[src/rtl/daf_pkg.sv]
package daf_pkg;

    localparam int unsigned BYTES_PER_ADDR = 6;
    localparam int unsigned MAC_W          = 8 * BYTES_PER_ADDR;
    localparam int unsigned CRC_W          = 32;
    localparam int unsigned HASH_BINS      = 64;
    localparam int unsigned HASH_IDX_W     = $clog2(HASH_BINS);
    localparam int unsigned REG_W          = 32;
    localparam logic [CRC_W-1:0] CRC_POLY  = 32'hEDB8_8320;

    // register word addresses
    localparam int unsigned REG_MODE       = 0;
    localparam int unsigned REG_HASH_LO    = 1;
    localparam int unsigned REG_HASH_HI    = 2;
    localparam int unsigned REG_ENTRY_BASE = 4;

    // bit positions
    localparam int unsigned MODE_PROMISC_BIT = 0;
    localparam int unsigned MODE_ALLMC_BIT   = 1;
    localparam int unsigned MODE_HASH_BIT    = 2;
    localparam int unsigned ENTRY_EN_BIT     = 31;

    typedef struct packed {
        logic                 promisc;
        logic                 all_mcast;
        logic                 hash_en;
        logic [HASH_BINS-1:0] hash;
    } filt_mode_t;

    // one byte of a reflected CRC, least significant data bit first
    function automatic logic [CRC_W-1:0] crc_step_byte(input logic [CRC_W-1:0] crc_in,
                                                       input logic [7:0]       data);
        logic [CRC_W-1:0] c;
        c = crc_in;
        for (int b = 0; b < 8; b++) begin
            if (c[0] ^ data[b]) c = (c >> 1) ^ CRC_POLY;
            else                c = c >> 1;
        end
        return c;
    endfunction

endpackage

[src/rtl/daf_cfg_regs.sv]
module daf_cfg_regs
    import daf_pkg::*;
#(
    parameter int unsigned NUM_ENTRIES = 4,
    parameter int unsigned REG_AW      = 8
) (
    input  logic                                 clk,
    input  logic                                 rst_n,
    input  logic                                 wr_en,
    input  logic [REG_AW-1:0]                    wr_addr,
    input  logic [REG_W-1:0]                     wr_data,
    input  logic                                 load,
    output filt_mode_t                           act_mode,
    output logic [NUM_ENTRIES-1:0]               act_en,
    output logic [NUM_ENTRIES-1:0][MAC_W-1:0]    act_mac
);

    localparam int unsigned HALF_BINS = HASH_BINS / 2;
    localparam int unsigned HI_BYTES_W = MAC_W - REG_W;

    typedef struct packed {
        filt_mode_t                         mode;
        logic [NUM_ENTRIES-1:0]             en;
        logic [NUM_ENTRIES-1:0][MAC_W-1:0]  mac;
    } bank_t;

    typedef struct packed {
        bank_t shadow;
        bank_t active;
    } cfg_state_t;

    cfg_state_t st_d, st_q;

    always_comb begin
        st_d = st_q;
        if (wr_en) begin
            if (wr_addr == REG_AW'(REG_MODE)) begin
                st_d.shadow.mode.promisc   = wr_data[MODE_PROMISC_BIT];
                st_d.shadow.mode.all_mcast = wr_data[MODE_ALLMC_BIT];
                st_d.shadow.mode.hash_en   = wr_data[MODE_HASH_BIT];
            end
            if (wr_addr == REG_AW'(REG_HASH_LO))
                st_d.shadow.mode.hash[HALF_BINS-1:0] = wr_data;
            if (wr_addr == REG_AW'(REG_HASH_HI))
                st_d.shadow.mode.hash[HASH_BINS-1:HALF_BINS] = wr_data;
            for (int i = 0; i < int'(NUM_ENTRIES); i++) begin
                if (wr_addr == REG_AW'(REG_ENTRY_BASE + 2 * i))
                    st_d.shadow.mac[i][REG_W-1:0] = wr_data;
                if (wr_addr == REG_AW'(REG_ENTRY_BASE + 2 * i + 1)) begin
                    st_d.shadow.mac[i][MAC_W-1:REG_W] = wr_data[HI_BYTES_W-1:0];
                    st_d.shadow.en[i]                 = wr_data[ENTRY_EN_BIT];
                end
            end
        end
        // the working copy follows the shadow copy only at frame start
        if (load) st_d.active = st_q.shadow;
    end

    always_ff @(posedge clk or negedge rst_n) begin
        if (!rst_n) st_q <= '0;
        else        st_q <= st_d;
    end

    assign act_mode = st_q.active.mode;
    assign act_en   = st_q.active.en;
    assign act_mac  = st_q.active.mac;

    assert_active_frozen_R9: assert property (@(posedge clk) disable iff (!rst_n)
        !load |=> $stable(st_q.active));

    assert_load_copies_R9: assert property (@(posedge clk) disable iff (!rst_n)
        load |=> (st_q.active == $past(st_q.shadow)));

endmodule

[src/rtl/daf_crc_hash.sv]
module daf_crc_hash
    import daf_pkg::*;
(
    input  logic                  clk,
    input  logic                  rst_n,
    input  logic                  start,
    input  logic                  step,
    input  logic [7:0]            data,
    output logic [CRC_W-1:0]      crc_next,
    output logic [HASH_IDX_W-1:0] bin_idx
);

    logic [CRC_W-1:0] crc_d, crc_q;
    logic [CRC_W-1:0] base;

    always_comb begin
        base     = start ? '1 : crc_q;
        crc_next = crc_step_byte(base, data);
        crc_d    = step ? crc_next : crc_q;
    end

    always_ff @(posedge clk or negedge rst_n) begin
        if (!rst_n) crc_q <= '1;
        else        crc_q <= crc_d;
    end

    // complement, reverse, keep top bits: index bit (W-1-j) is ~crc bit j
    for (genvar j = 0; j < int'(HASH_IDX_W); j++) begin : g_bin
        assign bin_idx[HASH_IDX_W-1-j] = ~crc_next[j];
    end

    assert_crc_held_R10: assert property (@(posedge clk) disable iff (!rst_n)
        !step |=> $stable(crc_q));

endmodule

[src/rtl/daf_perfect_match.sv]
module daf_perfect_match
    import daf_pkg::*;
#(
    parameter int unsigned NUM_ENTRIES = 4
) (
    input  logic [MAC_W-1:0]                   mac_in,
    input  logic [NUM_ENTRIES-1:0]             entry_en,
    input  logic [NUM_ENTRIES-1:0][MAC_W-1:0]  entry_mac,
    output logic                               hit
);

    logic [NUM_ENTRIES-1:0] match;

    for (genvar i = 0; i < int'(NUM_ENTRIES); i++) begin : g_entry
        assign match[i] = entry_en[i] && (entry_mac[i] == mac_in);
    end

    assign hit = |match;

endmodule

[src/rtl/dst_addr_filter.sv]
module dst_addr_filter
    import daf_pkg::*;
#(
    parameter int unsigned NUM_ENTRIES = 4,
    parameter int unsigned REG_AW      = 8
) (
    input  logic              clk,
    input  logic              rst_n,
    input  logic              rx_sof,
    input  logic              rx_valid,
    input  logic [7:0]        rx_byte,
    input  logic              reg_we,
    input  logic [REG_AW-1:0] reg_addr,
    input  logic [REG_W-1:0]  reg_wdata,
    output logic              dec_valid,
    output logic              dec_accept
);

    localparam int unsigned CNT_W = $clog2(BYTES_PER_ADDR + 1);

    typedef struct packed {
        logic [CNT_W-1:0] cnt;
        logic [MAC_W-1:0] mac;
        logic             dv;
        logic             acc;
    } flt_state_t;

    flt_state_t st_d, st_q;

    filt_mode_t                         act_mode;
    logic [NUM_ENTRIES-1:0]             act_en;
    logic [NUM_ENTRIES-1:0][MAC_W-1:0]  act_mac;
    logic                               frame_start;
    logic                               taking;
    logic                               last;
    logic [CNT_W-1:0]                   pos;
    logic [MAC_W-1:0]                   mac_nx;
    logic [CRC_W-1:0]                   crc_next;
    logic [HASH_IDX_W-1:0]              bin_idx;
    logic                               uc_hit;
    logic                               accept;

    assign frame_start = rx_valid && rx_sof;

    daf_cfg_regs #(
        .NUM_ENTRIES (NUM_ENTRIES),
        .REG_AW      (REG_AW)
    ) cfg_i (
        .clk      (clk),
        .rst_n    (rst_n),
        .wr_en    (reg_we),
        .wr_addr  (reg_addr),
        .wr_data  (reg_wdata),
        .load     (frame_start),
        .act_mode (act_mode),
        .act_en   (act_en),
        .act_mac  (act_mac)
    );

    daf_crc_hash crc_i (
        .clk      (clk),
        .rst_n    (rst_n),
        .start    (rx_sof),
        .step     (taking),
        .data     (rx_byte),
        .crc_next (crc_next),
        .bin_idx  (bin_idx)
    );

    daf_perfect_match #(
        .NUM_ENTRIES (NUM_ENTRIES)
    ) pm_i (
        .mac_in    (mac_nx),
        .entry_en  (act_en),
        .entry_mac (act_mac),
        .hit       (uc_hit)
    );

    always_comb begin
        st_d   = st_q;
        pos    = rx_sof ? '0 : st_q.cnt;
        taking = rx_valid && (rx_sof ||
                 (st_q.cnt != '0 && st_q.cnt < CNT_W'(BYTES_PER_ADDR)));
        mac_nx = st_q.mac;
        if (taking) mac_nx[8 * int'(pos) +: 8] = rx_byte;
        last   = taking && (pos == CNT_W'(BYTES_PER_ADDR - 1));

        if (act_mode.promisc || (&mac_nx))
            accept = 1'b1;
        else if (mac_nx[0])
            accept = act_mode.all_mcast || (act_mode.hash_en && act_mode.hash[bin_idx]);
        else
            accept = uc_hit;

        if (taking) st_d.cnt = pos + CNT_W'(1);
        st_d.mac = mac_nx;
        st_d.dv  = last;
        st_d.acc = last && accept;
    end

    always_ff @(posedge clk or negedge rst_n) begin
        if (!rst_n) st_q <= '0;
        else        st_q <= st_d;
    end

    assign dec_valid  = st_q.dv;
    assign dec_accept = st_q.acc;

    assert_strobe_single_R8: assert property (@(posedge clk) disable iff (!rst_n)
        dec_valid |=> !dec_valid);

    assert_strobe_follows_byte_R8: assert property (@(posedge clk) disable iff (!rst_n)
        dec_valid |-> $past(rx_valid));

    assert_accept_needs_strobe_R8: assert property (@(posedge clk) disable iff (!rst_n)
        dec_accept |-> dec_valid);

    assert_promisc_accepts_R1: assert property (@(posedge clk) disable iff (!rst_n)
        (dec_valid && act_mode.promisc) |-> dec_accept);

    assert_broadcast_accepts_R2: assert property (@(posedge clk) disable iff (!rst_n)
        (dec_valid && (&st_q.mac)) |-> dec_accept);

    assert_allmc_accepts_R3: assert property (@(posedge clk) disable iff (!rst_n)
        (dec_valid && st_q.mac[0] && act_mode.all_mcast) |-> dec_accept);

    assert_mcast_blocked_R5: assert property (@(posedge clk) disable iff (!rst_n)
        (dec_valid && st_q.mac[0] && !(&st_q.mac) && !act_mode.promisc &&
         !act_mode.all_mcast && !act_mode.hash_en) |-> !dec_accept);

endmodule

[config.mk]
export PLATFORM = sky130hd
export DESIGN_NAME = dst_addr_filter
export DESIGN_NICKNAME = d
export VERILOG_FILES = /design/src/rtl/daf_pkg.sv /design/src/rtl/daf_cfg_regs.sv /design/src/rtl/daf_crc_hash.sv /design/src/rtl/daf_perfect_match.sv /design/src/rtl/dst_addr_filter.sv
export SDC_FILE = /design/constraint.sdc
export NUM_CORES = 1
export LEC_CHECK = 0
export ABC_AREA = 0
export BUFFER_PORTS_ARGS = -buffer_cell sky130_fd_sc_hd__buf_2
export CORE_MARGIN = 2
export CORE_UTILIZATION = 44
export CTS_CLUSTER_SIZE = 16
export DETAILED_ROUTE_END_ITERATION = 10
export PLACE_DENSITY = 0.64
export SLEW_MARGIN = 10
export SYNTH_ARGS = -nofsm -noshare
export SYNTH_HDL_FRONTEND = slang
export SYNTH_HIERARCHICAL = 1
export SYNTH_SLANG_ARGS = --single-unit
[constraint.sdc]
create_clock -name clk -period 4.02 [get_ports clk]
set_clock_uncertainty 0.05 [all_clocks]
set_input_delay 1.005 -clock clk [delete_from_list [all_inputs] [get_ports clk]]
set_output_delay 1.005 -clock clk [all_outputs]
set_load 0.03 [all_outputs]
==> impl_metrics.csv, run 1 <==
group,metric,value,unit
timing,timing.slew.headroom,39.18,%
placed_design,dp_hpwl,56100,microns
outcome,status,"complete, but fails checks",
timing,min_period,4097,ps
synth,synthesis.nets,2266,
timing,whs,295.5,ps
critical_path,reg2reg_from,"st_q[51]$_DFFE_PN0P_",
critical_path,slowest_stage,"mux2_4",
timing,hold_violations,0,
global_route,antenna_found_initial,0,
pwr,vdd_ir_drop_max,0.3198,mV
min_path,hp-class,"in2async",
critical_path,rr_endpoint,"dec_accept$_DFF_PN0_",
clock_tree,cts_buffers,68,
critical_path,r2r_slack,130,ps
critical_path,critPathRequiredTime,4490,ps
critical_path,worstPathCellList,"buf_2, and2b_1, inv_2, ha_4, buf_4, ha_4, nor4b_4, buf_6, mux2_4, xor2_1, buf_4, nor4_2, nand3_2, nor4_2, or4_1, o31ai_1, a31o_1, o41ai_2",
job,max_cap_viol_count,0,
timing,setup_viol,1,
clock_tree,hold_buffers,0,
global_route,gr-total-overflow,0,
placed_design,gp_congestion,0.9375,
pwr,p_leak,0.01623,uW
floorplanning,die_h,262.5,microns
drt,drc,0,
timing,report.final.slew_viol_count,0,
drt,vias,16520,
global_route,grt_pass1_vias,17470,
drt,drt_iter0_markers,1099,
drt,ant_nets,0,
clock_tree,cts_root_buffer,"clkbuf_16",
cells_and_area,area_delta_synth_final,12.68,%
floorplanning,initial_utilization,44.56,%
drt,wirelength,78970,microns
placed_design,place_ws,-1123,ps
timing,period_share,101.9,%
critical_path,crit_type,"in2reg",
global_route,grt_pass1_wl,117900,microns
critical_path,max_stage_delay,390,ps
drt,dr.pass1.iters,5,
critical_path,arrival,4570,ps
timing,rsz0062_at_grt,"true",
cells_and_area,fin_nets,2233,
clock_tree,cts_tree,"yes",
synth,synth_warnings,6,
pwr,powerDensity,670.0,mW/mm^2
clock_tree,clkTransAtPathRegs,60,ps
global_route,grt_usage,23.25,%
floorplanning,die_w,262.5,microns
floorplanning,pin_count,55,
cells_and_area,nFillCells,5590,
synth,netlist_area,0.02940,sq mm
drt,wl_per_cell,25.53,microns
critical_path,worst_setup_path_start_kind,"input port",
critical_path,path_max_fanout,7,
timing,fin_tns_setup,-77.35,ps
placed_design,io_buffers,54,
critical_path,rr_worst_depth,16,
global_route,grt_start_max_net_pins,125,
floorplanning,num_rows,94,
synth,syn_avg_cell_area,13.32,sq um
critical_path,end_kind,"register",
cells_and_area,drive_above_1_share,49.42,%
clock_tree,clockBufferDepth,3,
floorplanning,die-area,0.06891,sq mm
cells_and_area,fin_util,50.21,%
synth,syn_inst,2208,
clock_tree,clk_latency,630,ps
timing,fmax,244.1,MHz
timing,timing.final.ws_setup,-77.35,ps
clock_tree,clock_sinks,611,
pwr,p_total,22200,uW
floorplanning,core,0.06598,sq mm
drt,vias_per_cell,5.340,
clock_tree,h-tree-depth,3,
timing,worst_pin_slew,912.3,ps
outcome,failed_checks,"setup timing",
per-stage QoR:
| stage | area (sq um) | cells |
|---|---|---|
| after floorplan | 29590 | 2208 |
| final | 33130 | 3093 |
| after detailed placement | 30250 | 2962 |
| after global placement | 30250 | 2962 |
| after CTS | 32910 | 3088 |
| after global routing | 33130 | 3092 |
worst max path at each step:
| stage | startpoint | endpoint | slack (ps) | cells past startpoint |
|---|---|---|---|---|
| detailed placement | rx_sof | dec_accept$_DFF_PN0_ | -1120 | 20 |
| floorplan | rx_sof | dec_accept$_DFF_PN0_ | -200 | 20 |
| CTS | rx_sof | dec_accept$_DFF_PN0_ | 2 | 21 |
| global route | rx_sof | dec_accept$_DFF_PN0_ | -120 | 21 |
| global placement | rx_sof | dec_accept$_DFF_PN0_ | -1160 | 20 |
| finish | rx_sof | dec_accept$_DFF_PN0_ | -80 | 18 |
power by group:
group	total [uW]	leakage (uW)	internal [uW]	switching (uW)
logic	8160	0.00683	3860	4300
registers	7480	0.00825	6980	496
clock network	6560	0.00115	3930	2630
cell type report:
type,count,area [sq um],area share [%]
diodes,1,2.502,0.007553
well taps,864,1081,3.263
multi-input cells,1186,12010,36.25
inverters,33,123.9,0.3739
clock inverters,31,469.2,1.416
repair buffers,275,2222,6.707
flip-flops and latches,611,15330,46.27
clock buffers,92,1892,5.710
placed cells by master, fill, tap and decap left out, drive strengths merged, types with 4 or more instances in the layout:
master	count
inv	38
clkinv	14
nor4	41
o22ai	7
ha	5
mux2	576
xor2	169
clkbuf	93
nor3	13
bufinv	9
dfrtp	579
buf	274
nand4	30
mux4	16
nor2	55
xnor2	92
o21ai	28
or4	4
dfstp	32
nor4b	5
nand2	46
mux2i	11
nand3b	6
a221oi	5
nand3	21
a21oi	11
flip-flops by register name (all words and copies together) (netlist names):
register        flops
cfg_i/act_mode     67
cfg_i/st_q        263
dec_accept          1
cfg_i/act_en        4
st_q               51
dec_valid           1
cfg_i/act_mac     192
crc_i/crc_q        32
routing by layer:
metal  vias to the layer above  GRT usage (%)  part of all wire, %
met5                         -              0                    0
met4                         0          7.238                  2.8
met3                       110          3.148                  3.7
met2                       353          37.38                   47
met1                      8764          32.78                   46
li1                       7290              -                    -
critical path: cells and delay by family:
kind	cells	cell delay (ps)
buffers and inverters	5	680
AO/OA/AOI/OAI	3	350
multiplexers	1	390
XOR/XNOR	1	180
adder cells (fa/ha/maj)	2	450
AND/OR/NAND/NOR	6	1500
repair_timing:
action                     4_1_cts  5_1_grt
setup endpoints to repair        1        1
pin swaps                       12       13
gates resized for setup         43       29
gates cloned                     0        1
setup buffers                    3        3
Power figures use the tool's default switching activity.
==> run 2, diff against run 1 <==
==> constraint.sdc (replaced) <==
create_clock -name clk -period 3.6 [get_ports clk]
set_clock_uncertainty 0.05 [all_clocks]
set_input_delay 0.9 -clock clk [delete_from_list [all_inputs] [get_ports clk]]
set_output_delay 0.9 -clock clk [all_outputs]
set_load 0.03 [all_outputs]
==> impl_metrics.csv, run 2 (synthesized netlist as in run 1, its figures left out) <==
group,metric,value,unit
floorplanning,die_h,262.5,microns
placed_design,placed_cells,2958,
cells_and_area,regMostFlops,"cfg_i/st_q",
timing,period_share,110.2,%
timing,setup_viol,1,
floorplanning,pin_count,55,
drt,drt_iter0_markers,1126,
placed_design,dp_hpwl,56010,microns
drt,drc,0,
clock_tree,clock_sinks,611,
clock_tree,cts_tree,"yes",
cells_and_area,mostFrequentLayoutCell,"dfrtp_1",
min_path,hp-class,"in2async",
timing,hold_violations,0,
clock_tree,clkTransAtPathRegs,60,ps
timing,min_period,3967,ps
cells_and_area,layout.cells.non_filler,3097,
timing,timing.final.ws_setup,-366.5,ps
drt,vias,16680,
cells_and_area,final_cell_mix,"dfrtp_1, mux2_2, buf_4, xor2_1, xnor2_1",
floorplanning,num_rows,94,
cells_and_area,drive_above_1_share,50.47,%
cells_and_area,antenna_cells,0,
critical_path,critPathRequiredTime,4050,ps
floorplanning,core,0.06598,sq mm
cells_and_area,final_cell_area,0.03350,sq mm
outcome,failed_checks,"setup timing",
floorplanning,die-area,0.06891,sq mm
cells_and_area,nFillCells,5619,
outcome,status,"complete, but fails checks",
floorplanning,die_w,262.5,microns
cells_and_area,area_delta_synth_final,13.94,%
clock_tree,clockBufferDepth,3,
clock_tree,h-tree-depth,3,
global_route,grt_usage,23.43,%
clock_tree,hold_buffers,0,
critical_path,slowest_stage,"or4_1",
pwr,vdd_ir_drop_max,0.4643,mV
critical_path,crit_type,"in2reg",
critical_path,path_max_fanout,6,
floorplanning,initial_utilization,44.56,%
critical_path,end_kind,"register",
pwr,p_leak,0.01633,uW
drt,vias_per_cell,5.384,
cells_and_area,fin_nets,2237,
placed_design,place_ws,-1496,ps
drt,wirelength,79740,microns
global_route,grt_pass1_vias,17640,
drt,dr.pass1.iters,5,
global_route,antenna_found_initial,3,
timing,report.final.slew_viol_count,0,
drt,wl_per_cell,25.75,microns
critical_path,worst_setup_path_start_kind,"input port",
placed_design,gp_congestion,0.9547,
timing,fmax,252.1,MHz
critical_path,crit_top_cell,"buf_6",
critical_path,cpLargestDelayFamily,"simple AND/OR/NAND/NOR gates",
global_route,grt_pass1_wl,119400,microns
critical_path,max_stage_delay,520,ps
placed_design,io_buffers,54,
critical_path,rr_worst_depth,17,
critical_path,arrival,4420,ps
cells_and_area,largest_reg_flops,263,
pwr,powerDensity,750.5,mW/mm^2
critical_path,path_depth,18,
placed_design,placed_area,0.03026,sq mm
global_route,grt_start_max_net_pins,136,
timing,timing.slew.headroom,32.64,%
timing,worst_pin_slew,1010,ps
clock_tree,cts_buffers,68,
critical_path,worstPathCellList,"buf_8, and2b_1, inv_2, ha_4, buf_6, ha_4, nor4b_4, buf_6, mux2_4, xor2_2, buf_6, nor4_1, nand2_1, nor4_1, or4_1, o31ai_1, a31o_1, o41ai_2",
drt,ant_nets,0,
clock_tree,clk_latency,630,ps
timing,rsz0062_at_grt,"true",
critical_path,cp_num_buf_inv,5,
clock_tree,cts_root_buffer,"clkbuf_16",
global_route,gr-total-overflow,0,
job,max_cap_viol_count,0,
timing,whs,247.8,ps
-- run 2: cell count changes in the layout (fill, tap and decap cells not counted), moves of 4 or more --
cell / change
nor4_4: +4
mux2_2: -6
buf_6: +7
xor2_4: +7
mux2_4: +6
buf_4: -5
xor2_2: +5
xor2_1: -12
-- run 2: per-stage QoR --
| step | TNS [ps] | util [%] | power (uW) |
|---|---|---|---|
| final | -366.5 | 50.77 | 25140 |
| after floorplan | -517.8 | - | 13120 |
| after global placement | -1456 | 45.86 | 17080 |
| after CTS | -245.2 | 50.54 | 25130 |
| after detailed placement | -1496 | 45.86 | 17130 |
| after global routing | -442.6 | 50.77 | 26150 |
-- run 2: power breakdown --
group	total, uW	internal (uW)	switching, uW	leakage (uW)
combinational	9490	4560	4930	0.00694
clock	7290	4320	2980	0.00115
sequential	8360	7800	559	0.00825
total	25100	16700	8460	0.0163
-- run 2: worst paths after layout --
| check | end | start | slack, ps |
|---|---|---|---|
| min | cfg_i/st_q[276]$_DFFE_PN0P_ | rst_n | 250 |
| min in group clk | cfg_i/act_mode[31]$_DFFE_PN0P_ | cfg_i/st_q[490]$_DFFE_PN0P_ | 440 |
| max in group asynchronous | cfg_i/st_q[413]$_DFFE_PN0P_ | rst_n | 2190 |
| max | dec_accept$_DFF_PN0_ | rx_sof | -370 |
| min reg2reg | cfg_i/act_mode[31]$_DFFE_PN0P_ | cfg_i/st_q[490]$_DFFE_PN0P_ | 440 |
| max reg2reg | dec_accept$_DFF_PN0_ | st_q[50]$_DFFE_PN0P_ | -270 |
-- run 2: repair_timing --
| action | CTS | global route |
|---|---|---|
| gates cloned | 2 | 0 |
| pin swaps | 27 | 23 |
| endpoints found under the setup margin | 1 | 1 |
| setup buffers | 10 | 8 |
| gates resized for setup | 101 | 28 |
-- run 2: layer usage --
metal | routed length (microns) | up-vias | part of all wire [%] | track usage [%]
li1 | - | 7309 | - | -
met1 | 36710 | 8974 | 46 | 32.52
met2 | 38200 | 288 | 48 | 38.38
met3 | 2772 | 104 | 3.5 | 3.251
met4 | 2064 | 0 | 2.6 | 6.943
met5 | 0 | - | 0 | 0
-- run 2: area by class of cell --
| class | count | area [sq um] | area share [%] |
|---|---|---|---|
| Sequential cell | 611 | 15330 | 45.76 |
| Multi-Input combinational cell | 1186 | 12300 | 36.72 |
| Clock inverter | 34 | 470.5 | 1.404 |
| Timing Repair Buffer | 279 | 2308 | 6.891 |
| Tap cell | 864 | 1081 | 3.227 |
| Clock buffer | 90 | 1884 | 5.625 |
| Inverter | 33 | 123.9 | 0.3697 |
